## config.mk

```make
export PLATFORM = sky130hd
export DESIGN_NAME = fracn_mod_ctrl
export DESIGN_NICKNAME = d
export VERILOG_FILES = /design/src/rtl/fracn_mod_ctrl.sv
export SDC_FILE = /design/constraint.sdc
export NUM_CORES = 1
export LEC_CHECK = 0
export BUFFER_PORTS_ARGS = -buffer_cell sky130_fd_sc_hd__buf_4
export CAP_MARGIN = 20
export CORE_UTILIZATION = 44
export DETAILED_ROUTE_END_ITERATION = 8
export GPL_TIMING_DRIVEN = 0
export MAX_ROUTING_LAYER = met4
export SLEW_MARGIN = 0
export SYNTH_ARGS = -nofsm -noshare
export SYNTH_HDL_FRONTEND = slang
export SYNTH_SLANG_ARGS = --single-unit
```

## constraint.sdc

```tcl
create_clock -name clk -period 9.25 [get_ports clk]
set_clock_uncertainty 0.1 [all_clocks]
set_input_delay 1.85 -clock clk [delete_from_list [all_inputs] [get_ports clk]]
set_output_delay 1.85 -clock clk [all_outputs]
set_load 0.005 [all_outputs]
```

## src/rtl/fracn_mod_ctrl.sv

```systemverilog
module fracn_mod_ctrl #(
  parameter int INT_W = 8,
  parameter int FRAC_W = 16,
  parameter logic [15:0] LFSR_SEED = 16'hACE1
) (
  input  logic              clk,
  input  logic              rst_n,
  input  logic [INT_W-1:0]  int_div,
  input  logic [FRAC_W-1:0] frac_word,
  input  logic              half_en,
  input  logic              dither_en,
  output logic              fb_pulse,
  output logic [INT_W+1:0]  cur_mod
);
  localparam int MOD_W = INT_W + 2;
  localparam int EFF_W = FRAC_W + 1;

  logic [FRAC_W-1:0] acc1, acc2;
  logic              c2_d;
  logic [MOD_W-1:0]  cnt, mod_q;
  logic              run;
  logic [15:0]       lfsr;

  wire              dith = dither_en & lfsr[0];
  wire [EFF_W-1:0]  half_add = half_en ? {2'b01, {(FRAC_W-1){1'b0}}} : '0;
  wire [EFF_W-1:0]  eff = {1'b0, frac_word} + half_add + EFF_W'(dith);
  wire [FRAC_W:0]   s1 = {1'b0, acc1} + {1'b0, eff[FRAC_W-1:0]};
  wire [FRAC_W:0]   s2 = {1'b0, acc2} + {1'b0, s1[FRAC_W-1:0]};
  wire              c1 = s1[FRAC_W];
  wire              c2 = s2[FRAC_W];
  wire [MOD_W-1:0]  mod_next = MOD_W'(int_div) + MOD_W'(eff[FRAC_W])
                             + MOD_W'(c1) + MOD_W'(c2) - MOD_W'(c2_d);
  wire              tc = (cnt == '0);
  wire              lfsr_fb = lfsr[15] ^ lfsr[13] ^ lfsr[12] ^ lfsr[10];

  assign fb_pulse = tc & run;
  assign cur_mod  = mod_q;

  always_ff @(posedge clk or negedge rst_n) begin
    if (!rst_n) begin
      acc1  <= '0;
      acc2  <= '0;
      c2_d  <= 1'b0;
      cnt   <= '0;
      mod_q <= '0;
      run   <= 1'b0;
      lfsr  <= LFSR_SEED;
    end else begin
      run <= 1'b1;
      if (tc) begin
        cnt   <= mod_next - MOD_W'(1);
        mod_q <= mod_next;
        acc1  <= s1[FRAC_W-1:0];
        acc2  <= s2[FRAC_W-1:0];
        c2_d  <= c2;
        if (dither_en) lfsr <= {lfsr[14:0], lfsr_fb};
      end else begin
        cnt <= cnt - MOD_W'(1);
      end
    end
  end
endmodule

```

==> metrics.cfg <==
[outcome]
outcome=complete, no violations

[timing]
relSlewSlack_pct=39.5
rsz0062_at_grt=no
fmax_mhz=115
finalCriticalPeriod_ps=8700
hold_violations=0
worst_pin_slew_ps=908
setup-tns-final_ps=0
setup_viol=0
final-max-slew-violation-count=0
hold-worst-slack_ps=353
fin_crit_sh_pct=94.0
setup_slack_ps=553

[final_layout]
final_util_pct=53.3
layout_common_cells=nand2_1 (78), dfrtp_1 (62), ha_1 (56), buf_4 (38), xnor2_1 (36)
drive_gt1_share_pct=17.3
area_growth_pct=16.0
antennaDiodeCount=0
layout.nets=674
final_common_cell=nand2_1

[worst_setup_path]
critical_path_class=input pin to flop
crit_path_start_kind=input pin
cp_slowest_cell=fa_1
critPathArrivalTime_ps=8860
worstPathRequired_ps=9410
cp_common_cell=ha_1
max_stage_delay_ps=580
path_max_fanout=5
end_kind=flop

[route]
antenna_left=0
vias=3952
vias_per_cell=5.41
avgRoutedWirePerCell_um=15.1
drc=0
dr.pass1.iters=4
drt_iter0_drc=138
finalWirelength_um=11100

[pwr]
power_leakage_nw=2.80
pwr_density_cell_mw_per_mm2=372
ir_worst_vdd_uv=264
p_total_w=0.00218

[global_routing]
gr-total-overflow=0
antenna_found_initial=0
grt_use_total_pct=20.8
grt_max_degree=71
first_global_vias=3900
grt_pass1_wl_um=18600

[floorplanning]
io_pins=39
coreArea_sq_mm=0.0110
dieArea_sq_mm=0.0119
rows=38
initial_core_util_pct=45.9
dieHeight_um=109
die_width_um=109

[cts]
cts_root_buf=clkbuf_16
cts_made_buffers=9
clock_latency_ps=340
clk_pin_slew_ps=60
cts_tree=done
post-cts-setup-buffer-count=0
clockBufferDepth=2
cts.htree.levels=3
cts_sinks=70

[logic_synthesis]
avgSynthCellArea_sq_um=9.39
ys_ff_latch=70
syn_area_sq_mm=0.00504
ys_warn_count=0
syn-instance-count=537
synthesis.nets=625
synth_edf_count=0
ys_types=54
synth_top_flop_cell=dfrtp_1
ys_seq_area_share_pct=34.9
ys_async_sr_fraction_pct=100

[placement]
routabilityCongestion=0.799
portBuffers=38
dpl_worst_slack_ps=-95.9
dpl.hpwl_um=8240

[min_path]
hold_path.class=flop to flop

[job]
maxCapViolations=0

## logic make-up after synthesis
group | count (synthesis) | synth area share, %
simple gates | 174 | 16.4
fa+ha+maj | 60 | 15.5
other cells | 1 | 0.0744
xor+xnor | 57 | 9.90
buf+inv | 29 | 2.21
compound gates | 122 | 15.6
flops | 70 | 34.9
mux | 24 | 5.36
## sequential cells by signal, indices dropped and copies added (netlist names)
signal   flops
acc1        16
acc2        16
lfsr        16
cnt         10
cur_mod     10
c2_d         1
run          1
## synth_stat cells (all sizes together) (2+ instances only)
master,instances,share of area [%]
or2,2,0.25
mux2,24,5.4
or4,2,0.30
o31ai,5,0.74
a21oi,28,2.8
and2,5,0.62
inv,18,1.3
or3,2,0.25
and4,3,0.52
nand4,6,0.74
buf,2,0.20
o21ai,37,3.7
clkbuf,9,0.67
o21a,4,0.60
dfstp,8,4.2
dfrtp,62,31
a211oi,5,0.94
nor2,28,2.1
nor3,7,0.69
nand2b,6,0.74
xor2,21,3.6
o21bai,2,0.30
and3,5,0.62
xnor2,36,6.3
nor2b,10,1.4
ha,56,14
a31oi,4,0.62
nand3,12,1.2
nand2,78,5.8
fa,4,1.6
a21o,21,3.1
o22ai,3,0.37
o211ai,3,0.55
a2111oi,2,0.50
or3b,2,0.35
nor4,4,0.50
## path summary, 6_finish.rpt
| path | from | endpoint | slack (ps) | cells after the start |
|---|---|---|---|---|
| hold reg to reg | cnt[0] | cnt[0] | 350 | 1 |
| min in group asynchronous | rst_n | lfsr[9] | 1530 | 1 |
| max in group asynchronous | rst_n | acc1[3] | 6920 | 1 |
| setup / recovery | dither_en | cnt[9] | 550 | 29 |
| setup reg to reg | lfsr[0] | cnt[9] | 1610 | 28 |
| hold / removal | cnt[0] | cnt[0] | 350 | 1 |
## stage by stage
step | instance area [sq um] | cells
final | 5850 | 731
after global routing | 5850 | 731
after CTS | 5830 | 731
after detailed placement | 5500 | 715
after global placement | 5500 | 715
after floorplan | 5040 | 537
## area by class of cell
class,instances,area (sq um)
plain buffers,11,43.8
inverters,18,67.6
flip-flops and latches,70,1760
repair buffers,38,285
clock buffers,9,225
well taps,140,175
clock inverters,7,104
fillers,1012,5130
multi-input cells,438,3190
## power by group
part	internal [W]	switching (W)
combinational	0.000584	0.000739
clock	0.000240	0.000145
sequential	0.000404	0.0000641
## timing repair
item / in CTS / in global routing
setup endpoints to repair: 0 / 4
hold buffers: 0 / 0
endpoints found under the hold margin: 0 / 0
gates resized for setup: 0 / 4
## worst max-delay path, delay by kind of cell
family,cells,cell delay [ps]
simple gates,6,1100
xor+xnor,4,900
compound gates,10,2490
fa+ha+maj,6,2110
buf+inv,3,380
## metal layers
metal | share of wire, % | vias up | GRT usage [%]
li1 | - | 2012 | -
met2 | 48 | 63 | 34.3
met5 | 0 | - | -
met4 | 0.58 | 0 | 4.05
met3 | 3.2 | 6 | 3.77
met1 | 49 | 1871 | 26.8
Power figures use the tool's default switching activity.
